--- src/rtl/wavegen_pkg.sv ---
package wavegen_pkg;

  typedef enum logic {
    WAVE_SINE   = 1'b0,
    WAVE_SQUARE = 1'b1
  } wave_e;

  // Sine table entry k of depth entries, unsigned, samp_w bits, centred.
  function automatic int sine_code(input int k, input int depth, input int samp_w);
    real ang;
    real mid;
    ang = 2.0 * 3.141592653589793 * real'(k) / real'(depth);
    mid = real'(2 ** (samp_w - 1));
    return $rtoi(mid + (mid - 1.0) * $sin(ang) + 0.5);
  endfunction

endpackage

--- src/rtl/wg_rst_sync.sv ---
module wg_rst_sync (
  input  logic clk,
  input  logic rst_n,
  output logic rst_sync_n
);
  logic meta_q;
  logic hold_q;

  always_ff @(posedge clk or negedge rst_n) begin
    if (!rst_n) begin
      meta_q <= 1'b0;
      hold_q <= 1'b0;
    end else begin
      meta_q <= 1'b1;
      hold_q <= meta_q;
    end
  end

  assign rst_sync_n = hold_q;
endmodule

--- src/rtl/wg_phase_acc.sv ---
module wg_phase_acc #(
  parameter int PHASE_W = 32,
  parameter int ADDR_W  = 8
) (
  input  logic               clk,
  input  logic               rst_sync_n,
  input  logic               en,
  input  logic [PHASE_W-1:0] freq_word,
  output logic [ADDR_W-1:0]  acc_top
);
  logic [PHASE_W-1:0] acc_q;
  logic [PHASE_W-1:0] acc_d;

  always_comb begin
    acc_d = acc_q;
    if (en) acc_d = acc_q + freq_word;  // wraps modulo 2^PHASE_W
  end

  always_ff @(posedge clk or negedge rst_sync_n) begin
    if (!rst_sync_n) acc_q <= '0;
    else             acc_q <= acc_d;
  end

  assign acc_top = acc_q[PHASE_W-1 -: ADDR_W];
endmodule

--- src/rtl/wg_shaper.sv ---
module wg_shaper
  import wavegen_pkg::*;
#(
  parameter int ADDR_W = 8,
  parameter int SAMP_W = 12
) (
  input  logic              clk,
  input  logic              rst_sync_n,
  input  logic              en,
  input  logic [ADDR_W-1:0] acc_top,
  input  logic [ADDR_W-1:0] phase_ofs,
  input  logic              wave_sel,
  input  logic [SAMP_W-1:0] lvl_min,
  input  logic [SAMP_W-1:0] lvl_max,
  output logic [SAMP_W:0]   shape_o,
  output logic [SAMP_W-1:0] min_o,
  output logic [SAMP_W-1:0] max_o,
  output logic              sync_o
);
  localparam int DEPTH = 2 ** ADDR_W;
  localparam logic [SAMP_W:0] FULL = (SAMP_W+1)'(2 ** SAMP_W);

  logic [SAMP_W-1:0] rom [DEPTH];

  for (genvar k = 0; k < DEPTH; k++) begin : g_rom
    localparam int CODE = sine_code(k, DEPTH, SAMP_W);
    assign rom[k] = SAMP_W'(CODE);
  end

  // stage 1: address forming, config captured with the phase
  logic [ADDR_W-1:0] ph1_q, ph1_d;
  logic              sel1_q, sel1_d;
  logic [SAMP_W-1:0] min1_q, min1_d, max1_q, max1_d;
  logic              sync1_q, sync1_d;

  always_comb begin
    ph1_d   = ph1_q;
    sel1_d  = sel1_q;
    min1_d  = min1_q;
    max1_d  = max1_q;
    sync1_d = sync1_q;
    if (en) begin
      ph1_d   = acc_top + phase_ofs;
      sel1_d  = wave_sel;
      min1_d  = lvl_min;
      max1_d  = lvl_max;
      sync1_d = ~acc_top[ADDR_W-1];
    end
  end

  always_ff @(posedge clk or negedge rst_sync_n) begin
    if (!rst_sync_n) begin
      ph1_q   <= '0;
      sel1_q  <= 1'b0;
      min1_q  <= '0;
      max1_q  <= '0;
      sync1_q <= 1'b0;
    end else begin
      ph1_q   <= ph1_d;
      sel1_q  <= sel1_d;
      min1_q  <= min1_d;
      max1_q  <= max1_d;
      sync1_q <= sync1_d;
    end
  end

  // stage 2: shape selection
  logic [SAMP_W:0]   shp2_q, shp2_d;
  logic [SAMP_W-1:0] min2_q, min2_d, max2_q, max2_d;
  logic              sync2_q, sync2_d;

  always_comb begin
    shp2_d  = shp2_q;
    min2_d  = min2_q;
    max2_d  = max2_q;
    sync2_d = sync2_q;
    if (en) begin
      if (wave_e'(sel1_q) == WAVE_SQUARE)
        shp2_d = ph1_q[ADDR_W-1] ? '0 : FULL;
      else
        shp2_d = {1'b0, rom[ph1_q]};
      min2_d  = min1_q;
      max2_d  = max1_q;
      sync2_d = sync1_q;
    end
  end

  always_ff @(posedge clk or negedge rst_sync_n) begin
    if (!rst_sync_n) begin
      shp2_q  <= '0;
      min2_q  <= '0;
      max2_q  <= '0;
      sync2_q <= 1'b0;
    end else begin
      shp2_q  <= shp2_d;
      min2_q  <= min2_d;
      max2_q  <= max2_d;
      sync2_q <= sync2_d;
    end
  end

  assign shape_o = shp2_q;
  assign min_o   = min2_q;
  assign max_o   = max2_q;
  assign sync_o  = sync2_q;
endmodule

--- src/rtl/wg_scaler.sv ---
module wg_scaler #(
  parameter int SAMP_W = 12
) (
  input  logic              clk,
  input  logic              rst_sync_n,
  input  logic              en,
  input  logic [SAMP_W:0]   shape_i,
  input  logic [SAMP_W-1:0] min_i,
  input  logic [SAMP_W-1:0] max_i,
  input  logic              sync_i,
  output logic [SAMP_W-1:0] sample_o,
  output logic              sync_o
);
  localparam int DW = SAMP_W + 1;
  localparam int SW = SAMP_W + 2;
  localparam int PW = DW + SW;

  logic signed [DW-1:0] diff;
  logic signed [SW-1:0] shp_s;

  assign diff  = $signed({1'b0, max_i}) - $signed({1'b0, min_i});
  assign shp_s = $signed({1'b0, shape_i});

  // stage 3: product
  logic signed [PW-1:0] prod_q, prod_d;
  logic [SAMP_W-1:0]    min3_q, min3_d;
  logic                 sync3_q, sync3_d;

  always_comb begin
    prod_d  = prod_q;
    min3_d  = min3_q;
    sync3_d = sync3_q;
    if (en) begin
      prod_d  = PW'(diff) * PW'(shp_s);
      min3_d  = min_i;
      sync3_d = sync_i;
    end
  end

  always_ff @(posedge clk or negedge rst_sync_n) begin
    if (!rst_sync_n) begin
      prod_q  <= '0;
      min3_q  <= '0;
      sync3_q <= 1'b0;
    end else begin
      prod_q  <= prod_d;
      min3_q  <= min3_d;
      sync3_q <= sync3_d;
    end
  end

  // stage 4: offset add
  logic signed [PW-1:0] sum;
  logic [SAMP_W-1:0]    smp4_q, smp4_d;
  logic                 sync4_q, sync4_d;

  assign sum = $signed({{(PW-SAMP_W){1'b0}}, min3_q}) + (prod_q >>> SAMP_W);

  always_comb begin
    smp4_d  = smp4_q;
    sync4_d = sync4_q;
    if (en) begin
      smp4_d  = SAMP_W'(sum);
      sync4_d = sync3_q;
    end
  end

  always_ff @(posedge clk or negedge rst_sync_n) begin
    if (!rst_sync_n) begin
      smp4_q  <= '0;
      sync4_q <= 1'b0;
    end else begin
      smp4_q  <= smp4_d;
      sync4_q <= sync4_d;
    end
  end

  assign sample_o = smp4_q;
  assign sync_o   = sync4_q;
endmodule

--- src/rtl/wavegen_nco.sv ---
module wavegen_nco #(
  parameter int PHASE_W = 32,
  parameter int ADDR_W  = 8,
  parameter int SAMP_W  = 12
) (
  input  logic               clk,
  input  logic               rst_n,
  input  logic [PHASE_W-1:0] freq_word,
  input  logic [ADDR_W-1:0]  phase_ofs,
  input  logic [SAMP_W-1:0]  lvl_min,
  input  logic [SAMP_W-1:0]  lvl_max,
  input  logic               wave_sel,
  output logic               sample_vld,
  output logic [SAMP_W-1:0]  sample,
  output logic               sync_out
);
  localparam int LAT = 4;

  logic              rst_sync_n;
  logic              run_en;
  logic [ADDR_W-1:0] acc_top;
  logic [SAMP_W:0]   shape;
  logic [SAMP_W-1:0] min_s, max_s;
  logic              sync_s;
  logic [LAT-1:0]    vld_q, vld_d;

  assign run_en = 1'b1;

  wg_rst_sync u_rst (
    .clk        (clk),
    .rst_n      (rst_n),
    .rst_sync_n (rst_sync_n)
  );

  wg_phase_acc #(.PHASE_W(PHASE_W), .ADDR_W(ADDR_W)) u_acc (
    .clk        (clk),
    .rst_sync_n (rst_sync_n),
    .en         (run_en),
    .freq_word  (freq_word),
    .acc_top    (acc_top)
  );

  wg_shaper #(.ADDR_W(ADDR_W), .SAMP_W(SAMP_W)) u_shape (
    .clk        (clk),
    .rst_sync_n (rst_sync_n),
    .en         (run_en),
    .acc_top    (acc_top),
    .phase_ofs  (phase_ofs),
    .wave_sel   (wave_sel),
    .lvl_min    (lvl_min),
    .lvl_max    (lvl_max),
    .shape_o    (shape),
    .min_o      (min_s),
    .max_o      (max_s),
    .sync_o     (sync_s)
  );

  wg_scaler #(.SAMP_W(SAMP_W)) u_scale (
    .clk        (clk),
    .rst_sync_n (rst_sync_n),
    .en         (run_en),
    .shape_i    (shape),
    .min_i      (min_s),
    .max_i      (max_s),
    .sync_i     (sync_s),
    .sample_o   (sample),
    .sync_o     (sync_out)
  );

  always_comb begin
    vld_d = vld_q;
    if (run_en) vld_d = {vld_q[LAT-2:0], 1'b1};
  end

  always_ff @(posedge clk or negedge rst_sync_n) begin
    if (!rst_sync_n) vld_q <= '0;
    else             vld_q <= vld_d;
  end

  assign sample_vld = vld_q[LAT-1];
endmodule

--- config.mk ---
export PLATFORM = sky130hd
export DESIGN_NAME = wavegen_nco
export DESIGN_NICKNAME = d
export VERILOG_FILES = /design/src/rtl/wavegen_pkg.sv /design/src/rtl/wg_rst_sync.sv /design/src/rtl/wg_phase_acc.sv /design/src/rtl/wg_shaper.sv /design/src/rtl/wg_scaler.sv /design/src/rtl/wavegen_nco.sv
export SDC_FILE = /design/constraint.sdc
export NUM_CORES = 1
export LEC_CHECK = 0
export BUFFER_PORTS_ARGS = -buffer_cell sky130_fd_sc_hd__buf_2
export CAP_MARGIN = 10
export CORE_ASPECT_RATIO = 0.6
export CORE_MARGIN = 8
export CORE_UTILIZATION = 45
export DETAILED_ROUTE_END_ITERATION = 16
export GPL_TIMING_DRIVEN = 0
export HOLD_SLACK_MARGIN = 0.03
export SYNTH_ARGS = -nofsm -noshare
export SYNTH_HDL_FRONTEND = slang
export SYNTH_SLANG_ARGS = --single-unit
--- constraint.sdc ---
create_clock -name clk -period 9.7 [get_ports clk]
set_input_delay 1.455 -clock clk [delete_from_list [all_inputs] [get_ports clk]]
set_output_delay 1.455 -clock clk [all_outputs]
set_load 0.02 [all_outputs]
# Word-level counts from Yosys, hierarchy flattened
# Memory sizes are Yosys's and may differ from the RTL's.
# Index checks and enable logic that the tools add are counted.
op_classes:
  addsub: 4
  multipliers: 1
  div: 0
  n_lt_le_gt_ge: 1
  eq_ne: 0
  shift: 0
  mux: 4
  bitwise: 2
  n_reduce_logical: 0
op_table:
  columns: ["op", "count"]
  rows:
  - ["32-bit adder", 1]
  - ["13-bit two-way mux", 2]
  - ["13-bit by 14-bit multiplier with 24-bit output", 1]
  - ["12-bit two-way mux", 2]
  - ["12-bit by 12-bit subtractor with 13-bit output", 1]
  - ["12-bit adder", 1]
  - ["9-bit >= comparator, second input constant", 1]
  - ["8-bit inverter with 9-bit output", 1]
  - ["8-bit adder", 1]
  - ["1-bit inverter", 1]
word_totals:
  regBits: 160
  latch_bits: 0
  ram_bits: 0
  rom_bits: 3072
  output_inout_bits: 14
  n_memories: 1
mem_list:
  columns: ["memory", "depth", "width", "rd", "rd_ports_with_merged_regs", "write_ports", "line", "source"]
  rows:
  - ["(name not given)", 256, 12, 1, 0, 0, "wg_shaper.sv:81", "shp2_d = {1'b0, rom[ph1_q]};"]

# Logic depth before layout (Yosys ltp)
# Gate-level depths: netlist (run 1).
logic_depth:
  word_depth: 5
  depth_mapped: 31
  depth_no_buf: 30

# Cells and area by module
# Synthesis (run 1) repeated with hierarchy kept, for this count alone.
hier_totals:
  hier_cells: 1874
  area_unflattened_um2: 16846.2
by_module_without_submodules:
  columns: ["mod", "n_inst", "cells_per_inst", "area_each_um2", "seq_area_each_um2"]
  rows:
  - ["wg_scaler", 1, 805, 7536.0, 950.9]
  - ["wg_shaper", 1, 748, 6272.3, 1801.7]
  - ["wg_phase_acc", 1, 313, 2880.3, 800.8]
  - ["wavegen_nco", 1, 5, 103.8, 100.1]
  - ["wg_rst_sync", 1, 3, 53.8, 50.0]

# Worst setup path before layout (run 1)
# No wires, ideal clock.
synth_timing:
  kind: "flip-flop to flip-flop"
  startpoint: "register u_shape.min2_q[2] (netlist: u_shape.min_o[2])"
  endpoint: "register u_scale.prod_q[23]"
  setup_ps: 80
  t_arrival_ps: 6646
  setup_slack_ps: 2974
  path_stages_with_launch: 29
  synth_period_minus_slack_ps: 6726
  cell_sequence: "dfrtp_1 -> inv_1 -> ha_1 -> nor2b_1 -> o31a_1 -> or4_1 -> nand3_1 -> nand3b_1 -> xor2_1 -> clkbuf_1 -> nand2_1 -> fa_1 -> fa_1 -> inv_1 -> fa_1 -> fa_1 -> fa_1 -> inv_1 -> fa_1 -> inv_1 -> ha_1 -> a21o_1 -> a21o_1 -> a211oi_1 -> o21ai_0 -> nand4_1 -> a31oi_1 -> a31oi_1 -> xnor2_1"
synth_between:
  elab_chain_cells: 2
synth_rtl:
  columns: ["item", "line", "source"]
  rows:
  - ["from (decl)", "wg_shaper.sv:69", "logic [SAMP_W-1:0] min2_q, min2_d, max2_q, max2_d;"]
  - ["from (signal assigned)", "wg_shaper.sv:96", "min2_q <= min2_d;"]
  - ["12-bit by 12-bit subtractor with 13-bit output", "wg_scaler.sv:21", "assign diff = $signed({1'b0, max_i}) - $signed({1'b0, min_i});"]
  - ["13-bit by 14-bit multiplier with 24-bit output", "wg_scaler.sv:34", "prod_d = PW'(diff) * PW'(shp_s);"]
  - ["net u_scale.prod_d[23]", "wg_scaler.sv:25", "logic signed [PW-1:0] prod_q, prod_d;"]
  - ["to (signal assigned)", "wg_scaler.sv:46", "prod_q <= prod_d;"]
  - ["to (decl)", "wg_scaler.sv:25", null]
# The timed path passes the listed nets, and every way through them passes these cells.

# Worst setup path after layout (run 1)
layout_timing:
  startpoint: "register u_shape.min2_q[0] (netlist: u_shape.min_o[0])"
  endpoint: "register u_scale.prod_q[23]"
# The elaborated chain is that of the path after synthesis.

==> impl_metrics.py, run 1 <==
metrics = {
    "global_routing": {
        "grt_pass1_wl_microns": 86100,
        "grt_pass1_vias": 13300,
        "grt_max_degree": 70,
        "antenna_found_initial": 1,
        "gr-total-overflow": 0,
        "grt_usage_pct": 29.3,
    },
    "finish": {
        "area_growth_pct": 11.0,
        "final_nets": 2128,
        "mostFrequentLayoutCell": "nand2_1",
        "fillerInstances": 3059,
        "final_layout_size_suffix_gt1_share_pct": 8.60,
        "layout_common_cells": "nand2_1, inv_1, ha_1",
        "finalInstanceArea_sq_mm": 0.0165,
    },
    "worst_setup_path": {
        "crit_type": "flop to flop",
        "critPathCaptureType": "flop",
        "cp.required_ps": 10000,
        "reg2reg_setup_slack_ps": 1640,
        "critPathArrivalTime_ps": 8370,
        "reg2reg_to": "u_scale.prod_q[23]$_DFF_PN0_",
        "slowest_delay_ps": 560,
        "start_kind": "flop",
        "path_common_cell": "fa_1",
        "slowest_stage": "fa_1",
        "timing.critical_path.buf_inv": 2,
        "reg2reg_depth": 26,
        "critical-path-top-delay-family": "adder cells",
        "reg2reg_from": "u_shape.min_o[0]$_DFF_PN0_",
        "worstPathMaxFanout": 10,
    },
    "yosys": {
        "yosysTopAreaCell": "dfrtp_1",
        "synth-async-reset-ratio_pct": 100,
        "synthSimpleGateAreaFrac_pct": 15.8,
        "netlist.area_leader.share_pct": 25.0,
        "syn_area_sq_mm": 0.0148,
        "synth.avg_cell_area_sq_um": 8.79,
        "synth_cell_types": 68,
        "synth_fa_ha_area_share_pct": 29.2,
        "synth_mux_area_share_pct": 1.48,
        "synth_seq_area_share_pct": 25.0,
        "synth-compound-area-share_pct": 17.4,
        "synth-xor-area-share_pct": 3.90,
        "ys.flop_type": "dfrtp_1",
        "synth_top_family_by_area": "adder cells",
        "ys.warnings.count": 0,
        "synth_edf_count": 0,
        "netlist_instances": 1687,
        "ys_top_cells_by_area": "dfrtp_1, fa_1, ha_1",
        "synth_seq_cells": 148,
    },
    "routing": {
        "ant_nets": 0,
        "finalWirelength_microns": 56700,
        "drtIter0Drc": 1962,
        "drc": 0,
        "via_per_inst": 6.10,
        "avgRoutedWirePerCell_microns": 25.5,
        "dr.pass1.iters": 6,
        "vias": 13600,
    },
    "run": {
        "maxCapViolCount": 0,
    },
    "cts": {
        "cts_resized": 0,
        "path_clk_slew_ps": 80,
        "clock_latency_ps": 440,
        "cts_tree": "built",
        "post-cts-setup-buffers": 0,
        "cts_buffer_depth": 2,
        "htreeDepth": 4,
        "cts_hold_buf": 0,
        "clock-root-buffer": "clkbuf_16",
        "cts_sinks": 148,
        "cts_made_buffers": 17,
    },
    "sta": {
        "tightestPinTransition_ps": 1190,
        "fin_ws_ps": 1640,
        "holdWs_ps": 324,
        "tns_ps": 0,
        "min_period_ps": 8060,
        "finalHoldViolCount": 0,
        "max-slew-margin-rel_pct": 20.8,
        "fin_skew_ps": 20.5,
        "fin_crit_sh_pct": 83.1,
        "slew_viol_final": 0,
        "rsz0062_at_grt": "false",
        "fmaxAchievable_ghz": 0.124,
        "finalSetupViolCount": 0,
    },
    "floorplan": {
        "die_x_microns": 250,
        "fp.dieArea_sq_mm": 0.0392,
        "rows": 51,
        "io_pins": 81,
        "core_area_sq_mm": 0.0324,
        "die_height_microns": 157,
        "initial_core_util_pct": 45.7,
    },
    "placed_design": {
        "preCtsSetupSlack_ps": 1780,
        "place.port_buffers": 80,
        "finalWeightedCongestion": 1.10,
        "dp_hpwl_microns": 44200,
        "placed_area_sq_mm": 0.0158,
    },
    "run_status": {
        "status": "finished, final reports clean",
    },
    "worst_hold_path": {
        "hp-class": "flop to asynchronous set/reset pin",
    },
}
==> worst max-delay path by stage <==
stage / start / end / slack, ps / depth (start not counted)
detailed placement: u_shape.min_o[2]$_DFF_PN0_ / u_scale.prod_q[23]$_DFF_PN0_ / 1780 / 26
CTS: u_shape.min_o[2]$_DFF_PN0_ / u_scale.prod_q[23]$_DFF_PN0_ / 1740 / 28
floorplan: u_shape.min_o[2]$_DFF_PN0_ / u_scale.prod_q[23]$_DFF_PN0_ / 2970 / 28
global route: u_shape.min_o[2]$_DFF_PN0_ / u_scale.prod_q[23]$_DFF_PN0_ / 1210 / 26
finish: u_shape.min_o[0]$_DFF_PN0_ / u_scale.prod_q[23]$_DFF_PN0_ / 1640 / 26
global placement: u_shape.min_o[0]$_DFF_PN0_ / u_scale.prod_q[23]$_DFF_PN0_ / 1840 / 28
==> synth_stat cells, types with 13 or more instances <==
library cell  count
a21o_1           21
nand2b_1         31
nor2_1          108
ha_1            148
nor3_1           28
inv_1           182
a31oi_1          29
xnor2_1          54
a211oi_1         30
and2_1           51
nor2b_1          24
fa_1            124
o21ai_0          92
a21oi_1         114
dfrtp_1         148
o211ai_1         13
buf_1            13
nand3_1          32
clkbuf_1         76
nand2_1         183
==> layer usage <==
layer	routed length (microns)	GRT usage, %
met2	20300	36.6
met5	54	0
met3	8400	13.0
met1	26400	44.0
met4	1550	8.29
==> cell families (layout without fill, tap and decap cells) <==
logic type                 count (synthesis)  in the layout
AOI/OAI and AO/OA                        405            405
xor gates and xnor gates                  66             66
adders and majority gates                272            272
buffers and inverters                    282            396
DFF                                      148            148
muxes                                     13             13
other                                      1              3
and+or+nand+nor                          500            500
==> through the flow <==
step,util (%),cells
3_3_place_gp,48.6,2192
3_5_place_dp,48.8,2194
4_1_cts,50.7,2226
5_1_grt,50.7,2226
2_1_floorplan,-,1688
6_report,50.8,2227
==> state kept, by name, summed over array words and instances, names as in the netlist, 4 cells and up <==
signal	count
u_shape.ph1_q	8
u_shape.max1_q	12
u_shape.min_o	12
u_scale.sample_o	12
u_acc.acc_q	32
u_scale.prod_q	12
vld_q	4
u_shape.max_o	12
u_shape.shape_o	13
u_shape.min1_q	12
u_scale.min3_q	12
==> worst reg2reg max path, cell delays in order, from the launching register on <==
cell and delay [ps]:
dfrtp_1 400, ha_1 240, fa_1 410, nor2b_1 160, o31a_1 180, o21a_1 120
nor2_1 50, xnor2_1 530, clkbuf_1 550, nand2_1 170, fa_1 430, fa_1 560
inv_1 50, ha_1 280, fa_1 510, fa_1 450, ha_1 320, ha_1 330
nand4b_1 100, nor3_1 290, a211o_1 210, nand4_1 270, o21ai_0 490, nand4_1 220
a31oi_1 300, a31oi_1 170, xnor2_1 160
==> area by class of cell <==
type | count | area (sq um) | share of cell area, %
Sequential cell | 148 | 3710 | 22.5
Antenna cell | 1 | 2.50 | 0.0152
Multi-Input combinational cell | 1258 | 10100 | 61.1
Timing Repair Buffer | 82 | 455 | 2.77
Inverter | 184 | 691 | 4.20
Tap cell | 424 | 531 | 3.22
Clock inverter | 14 | 194 | 1.18
Buffer | 98 | 379 | 2.30
Clock buffer | 18 | 439 | 2.67
Power of run 1 is left out: the tool's default activity adds up to more than one toggle a clock period on the data nets, which glitch-free logic cannot reach.
==> inputs of run 2 (changes only) <==
--- a/config.mk
+++ b/config.mk
@@ -5,6 +5,7 @@
 export SDC_FILE = /design/constraint.sdc
 export NUM_CORES = 1
 export LEC_CHECK = 0
+export ABC_AREA = 1
 export BUFFER_PORTS_ARGS = -buffer_cell sky130_fd_sc_hd__buf_2
 export CAP_MARGIN = 10
 export CORE_ASPECT_RATIO = 0.6
==> constraint.sdc (replaced) <==
create_clock -name clk -period 7.4 [get_ports clk]
set_input_delay 1.11 -clock clk [delete_from_list [all_inputs] [get_ports clk]]
set_output_delay 1.11 -clock clk [all_outputs]
set_load 0.02 [all_outputs]
==> impl_metrics.py, run 2 <==
metrics = {
    "cts": {
        "cts_tree": "built",
        "clock-root-buffer": "clkbuf_16",
        "cts_sinks": 148,
        "htreeDepth": 4,
        "path_clk_slew_ps": 70,
        "cts_buffer_depth": 2,
        "cts_made_buffers": 17,
        "clock_latency_ps": 440,
        "post-cts-setup-buffers": 0,
    },
    "global_routing": {
        "grt_usage_pct": 29.4,
        "grt_pass1_wl_microns": 87900,
        "grt_pass1_vias": 14300,
        "antenna_found_initial": 1,
        "gr-total-overflow": 0,
        "grt_max_degree": 69,
    },
    "finish": {
        "layout_common_cells": "nand2_1, inv_1, nor2_1",
        "mostFrequentLayoutCell": "nand2_1",
        "area_growth_pct": 11.0,
        "final_layout_size_suffix_gt1_share_pct": 10.0,
        "finalInstanceArea_sq_mm": 0.0169,
        "top_register": "u_acc.acc_q",
        "final_nets": 2393,
        "largest_register_ff_count": 32,
    },
    "worst_setup_path": {
        "crit_type": "flop to flop",
        "critPathCaptureType": "flop",
        "worstPathMaxFanout": 11,
        "crit_path_start": "u_shape.min_o[0]$_DFF_PN0_",
        "critPathArrivalTime_ps": 7320,
        "reg2reg_to": "u_scale.prod_q[23]$_DFF_PN0_",
        "cp.required_ps": 7720,
        "reg2reg_depth": 26,
        "start_kind": "flop",
        "reg2reg_setup_slack_ps": 400,
        "reg2reg_from": "u_shape.min_o[0]$_DFF_PN0_",
        "endpoint": "u_scale.prod_q[23]$_DFF_PN0_",
    },
    "yosys": {
        "ys.flop_type": "dfrtp_1",
        "syn_area_sq_mm": 0.0152,
        "synth.avg_cell_area_sq_um": 7.77,
        "ys_top_cells_by_area": "dfrtp_1, fa_1, ha_1",
        "yosysTopAreaCell": "dfrtp_1",
        "synth_seq_cells": 148,
        "synth_common_cells": "nand2_1, inv_1, nor2_1, dfrtp_1, ha_1",
        "synth_most_common_cell": "nand2_1",
        "synth_seq_area_share_pct": 24.4,
        "netlist.area_leader.share_pct": 24.4,
        "synth_edf_count": 0,
        "netlist_instances": 1953,
        "synth_cell_types": 59,
        "ys.warnings.count": 0,
        "synth-async-reset-ratio_pct": 100,
    },
    "routing": {
        "vias": 14200,
        "via_per_inst": 5.60,
        "finalWirelength_microns": 57900,
        "avgRoutedWirePerCell_microns": 22.9,
        "drtIter0Drc": 1538,
        "drc": 0,
        "ant_nets": 0,
        "dr.pass1.iters": 5,
    },
    "sta": {
        "tightestPinTransition_ps": 946,
        "max-slew-margin-rel_pct": 37.0,
        "holdWs_ps": 319,
        "rsz0062_at_grt": "false",
        "fin_skew_ps": 16.2,
        "finalSetupViolCount": 0,
        "min_period_ps": 7000,
        "tns_ps": 0,
        "fmaxAchievable_ghz": 0.143,
        "fin_crit_sh_pct": 94.6,
        "finalHoldViolCount": 0,
        "fin_ws_ps": 400,
        "slew_viol_final": 0,
    },
    "run": {
        "maxCapViolCount": 0,
    },
    "run_status": {
        "status": "finished, final reports clean",
    },
    "floorplan": {
        "rows": 52,
        "fp.dieArea_sq_mm": 0.0401,
        "initial_core_util_pct": 45.4,
        "die_height_microns": 158,
        "io_pins": 81,
        "die_x_microns": 253,
        "core_area_sq_mm": 0.0334,
    },
    "placed_design": {
        "place.port_buffers": 80,
        "finalWeightedCongestion": 1.06,
        "preCtsSetupSlack_ps": 176,
        "dp_hpwl_microns": 46400,
        "placed_area_sq_mm": 0.0162,
    },
    "worst_hold_path": {
        "hp-class": "flop to asynchronous set/reset pin",
    },
}
-- run 2: timing repair --
action | 4_1_cts | 5_1_grt
hold buffers | 0 | 0
setup endpoints to repair | 0 | 7
resized for setup | 0 | 5
-- run 2: worst min path at each step --
| stage | from | end | slack, ps | depth (start not counted) |
|---|---|---|---|---|
| after floorplan | u_rst.meta_q$_DFF_PN0_ | u_rst.rst_sync_n$_DFF_PN0_ | 330 | 0 |
| after global placement | u_shape.sync1_q$_DFF_PN0_ | u_shape.sync_o$_DFF_PN0_ | 330 | 0 |
| after detailed placement | u_shape.min1_q[0]$_DFF_PN0_ | u_shape.min_o[0]$_DFF_PN0_ | 330 | 0 |
| after CTS | u_shape.min1_q[9]$_DFF_PN0_ | u_shape.min_o[9]$_DFF_PN0_ | 350 | 0 |
| after global routing | u_shape.max1_q[6]$_DFF_PN0_ | u_shape.max_o[6]$_DFF_PN0_ | 360 | 0 |
| final | u_rst.rst_sync_n$_DFF_PN0_ | u_acc.acc_q[16]$_DFF_PN0_ | 320 | 0 |
-- run 2: kinds of logic after synthesis --
logic type	Yosys count	share of synthesized area, %
simple gates	796	21.7
fa+ha+maj	272	28.6
xor+xnor	62	3.85
other cells	1	0.0247
buf+inv	360	9.46
flops	148	24.4
compound gates	314	12.0
-- run 2: area by class of cell --
cell class                 instances  area (sq um)
buffer                            53           280
fill                            3320         16600
inverter                         306          1150
clock inverter                    14           188
multi-input combinational       1446         10100
timing repair buffer              82           448
tap                              459           574
sequential                       148          3710
antenna                            1          2.50
clock buffer                      18           439
-- run 2: critical path, stage by stage, from the launching register on --
cell and delay (ps):
dfrtp_1 390, ha_1 230, fa_1 400, nand3b_1 170, nand2_1 180, or2_2 140
nand2_1 150, inv_1 440, nand2_1 150, fa_1 560, fa_1 520, inv_1 50
fa_1 550, fa_1 430, fa_1 490, inv_1 110, fa_1 530, inv_1 50
ha_1 390, nand2_1 130, nor2_2 190, a21oi_1 90, or2_2 280, nand3_1 100
inv_1 50, nand3_1 70, nand2_1 60
-- run 2: per-stage QoR --
| step | utilization [%] | cells |
|---|---|---|
| floorplan | - | 1954 |
| global placement | 48.3 | 2493 |
| detailed placement | 48.5 | 2495 |
| CTS | 50.3 | 2527 |
| global route | 50.4 | 2526 |
| finish | 50.4 | 2527 |
-- run 2: layer usage --
metal  part of all wire, %  track usage [%]  vias up
li1                      -                -     6453
met1                    47             43.9     6857
met2                    39             40.2      758
met3                    12             9.90       83
met4                   1.9             6.74        2
met5                 0.016                0        -
Power of run 2 is left out for the same reason.
==> inputs of run 3 (changes only) <==
--- a/config.mk
+++ b/config.mk
@@ -14,6 +14,7 @@
 export DETAILED_ROUTE_END_ITERATION = 16
 export GPL_TIMING_DRIVEN = 0
 export HOLD_SLACK_MARGIN = 0.03
+export MAX_ROUTING_LAYER = met4
 export SYNTH_ARGS = -nofsm -noshare
 export SYNTH_HDL_FRONTEND = slang
 export SYNTH_SLANG_ARGS = --single-unit
==> impl_metrics.py, run 3 (synthesis results as in run 2) <==
metrics = {
    "run_status": {
        "status": "finished, final reports clean",
    },
    "cts": {
        "htreeDepth": 4,
        "cts_buffer_depth": 2,
        "clock-root-buffer": "clkbuf_16",
        "cts_sinks": 148,
        "clock_latency_ps": 440,
        "cts_tree": "built",
        "cts_made_buffers": 17,
        "path_clk_slew_ps": 80,
    },
    "routing": {
        "dr.pass1.iters": 5,
        "finalWirelength_microns": 56500,
        "vias": 14100,
        "drc": 0,
        "via_per_inst": 5.59,
        "ant_nets": 0,
        "avgRoutedWirePerCell_microns": 22.3,
        "drtIter0Drc": 1459,
    },
    "finish": {
        "utilization_pct": 50.3,
        "final_layout_size_suffix_gt1_share_pct": 9.97,
        "area_growth_pct": 10.9,
        "fin_cells": 2529,
        "mostFrequentLayoutCell": "nand2_1",
        "layout_common_cells": "nand2_1, inv_1, nor2_1",
        "final_nets": 2393,
        "top_register": "u_acc.acc_q",
        "fillerInstances": 3370,
        "largest_register_ff_count": 32,
    },
    "placed_design": {
        "finalWeightedCongestion": 1.13,
        "dp_hpwl_microns": 45300,
        "place_inst": 2495,
        "place.port_buffers": 80,
    },
    "floorplan": {
        "fp.dieArea_sq_mm": 0.0401,
        "die_x_microns": 253,
        "initial_core_util_pct": 45.4,
        "io_pins": 81,
        "rows": 52,
        "die_height_microns": 158,
        "core_area_sq_mm": 0.0334,
    },
    "global_routing": {
        "grtUsageMet3_pct": 10.5,
        "antenna_found_initial": 2,
        "gr-total-overflow": 0,
        "grt_pass1_wl_microns": 86300,
        "met2_usage_pct": 38.1,
        "grt_usage_pct": 29.6,
        "grt_max_degree": 71,
        "busiest_layer": "met1",
        "grt_pass1_vias": 14200,
        "use_met1_pct": 43.3,
    },
    "worst_setup_path": {
        "crit_type": "flop to flop",
        "cp.required_ps": 7710,
        "path_common_cell": "nand2_1",
        "critPathCaptureType": "flop",
        "worstPathMaxFanout": 10,
        "start_kind": "flop",
        "critPathArrivalTime_ps": 7250,
        "slowest_stage": "fa_1",
        "slowest_delay_ps": 570,
    },
    "sta": {
        "min_period_ps": 6940,
        "fin_skew_ps": 17.4,
        "fmaxAchievable_ghz": 0.144,
        "finalHoldViolCount": 0,
        "finalSetupViolCount": 0,
        "tns_ps": 0,
        "fin_crit_sh_pct": 93.7,
        "holdWs_ps": 290,
        "tightestPinTransition_ps": 1030,
        "rsz0062_at_grt": "false",
        "slew_viol_final": 0,
        "max-slew-margin-rel_pct": 31.4,
    },
    "run": {
        "maxCapViolCount": 0,
    },
    "worst_hold_path": {
        "hp-class": "flop to asynchronous set/reset pin",
    },
}
[run 3: worst max-delay path: cells and delay by family (launching register included)]
kind / cells / cell delay, ps
AO/OA/AOI/OAI: 1 / 100
XOR/XNOR: 1 / 310
adder cells (fa/ha/maj): 9 / 4000
buffers and inverters: 6 / 660
flip-flops: 1 / 380
AND/OR/NAND/NOR: 11 / 1370
[run 3: stage by stage]
stage,area (sq um),worst slack (ps)
floorplan,15200,1140
global placement,16200,338
detailed placement,16200,303
CTS,16800,250
global route,16800,69.3
finish,16800,463
[run 3: final timing paths]
check                                       startpoint                       endpoint  slack, ps  depth (start not counted)
max                         u_shape.min_o[0]$_DFF_PN0_   u_scale.prod_q[20]$_DFF_PN0_        460                         28
max in group asynchronous   u_rst.rst_sync_n$_DFF_PN0_  u_shape.shape_o[10]$_DFF_PN0_       6130                          2
min in group clk           u_shape.max1_q[4]$_DFF_PN0_     u_shape.max_o[4]$_DFF_PN0_        350                          0
max reg2reg                 u_shape.min_o[0]$_DFF_PN0_   u_scale.prod_q[20]$_DFF_PN0_        460                         28
min                         u_rst.rst_sync_n$_DFF_PN0_       u_acc.acc_q[5]$_DFF_PN0_        290                          0
min reg2reg                 u_rst.rst_sync_n$_DFF_PN0_       u_acc.acc_q[5]$_DFF_PN0_        290                          0
[run 3: per-layer routing]
metal	wire, microns	vias to the layer above
met3	7480	107
met2	21200	800
met1	26600	6785
li1	-	6457
met5	0	-
met4	1220	0
[run 3: cell type report]
class	count	area (sq um)	share of cell area, %
multi-input cells	1446	10100	59.8
clock buffers	17	425	2.53
flip-flops and latches	148	3710	22.0
diodes	3	7.51	0.0446
inverters	306	1150	6.85
repair buffers	82	448	2.66
well taps	459	574	3.41
clock inverters	15	180	1.07
plain buffers	53	278	1.65
[run 3: what timing repair did]
action | in CTS | in global routing
resized for setup | 0 | 3
endpoints found under the setup margin | 0 | 3
buffers inserted | 0 | 0
endpoints found under the hold margin | 0 | 0
hold buffers | 0 | 0
Power of run 3 is left out for the same reason.
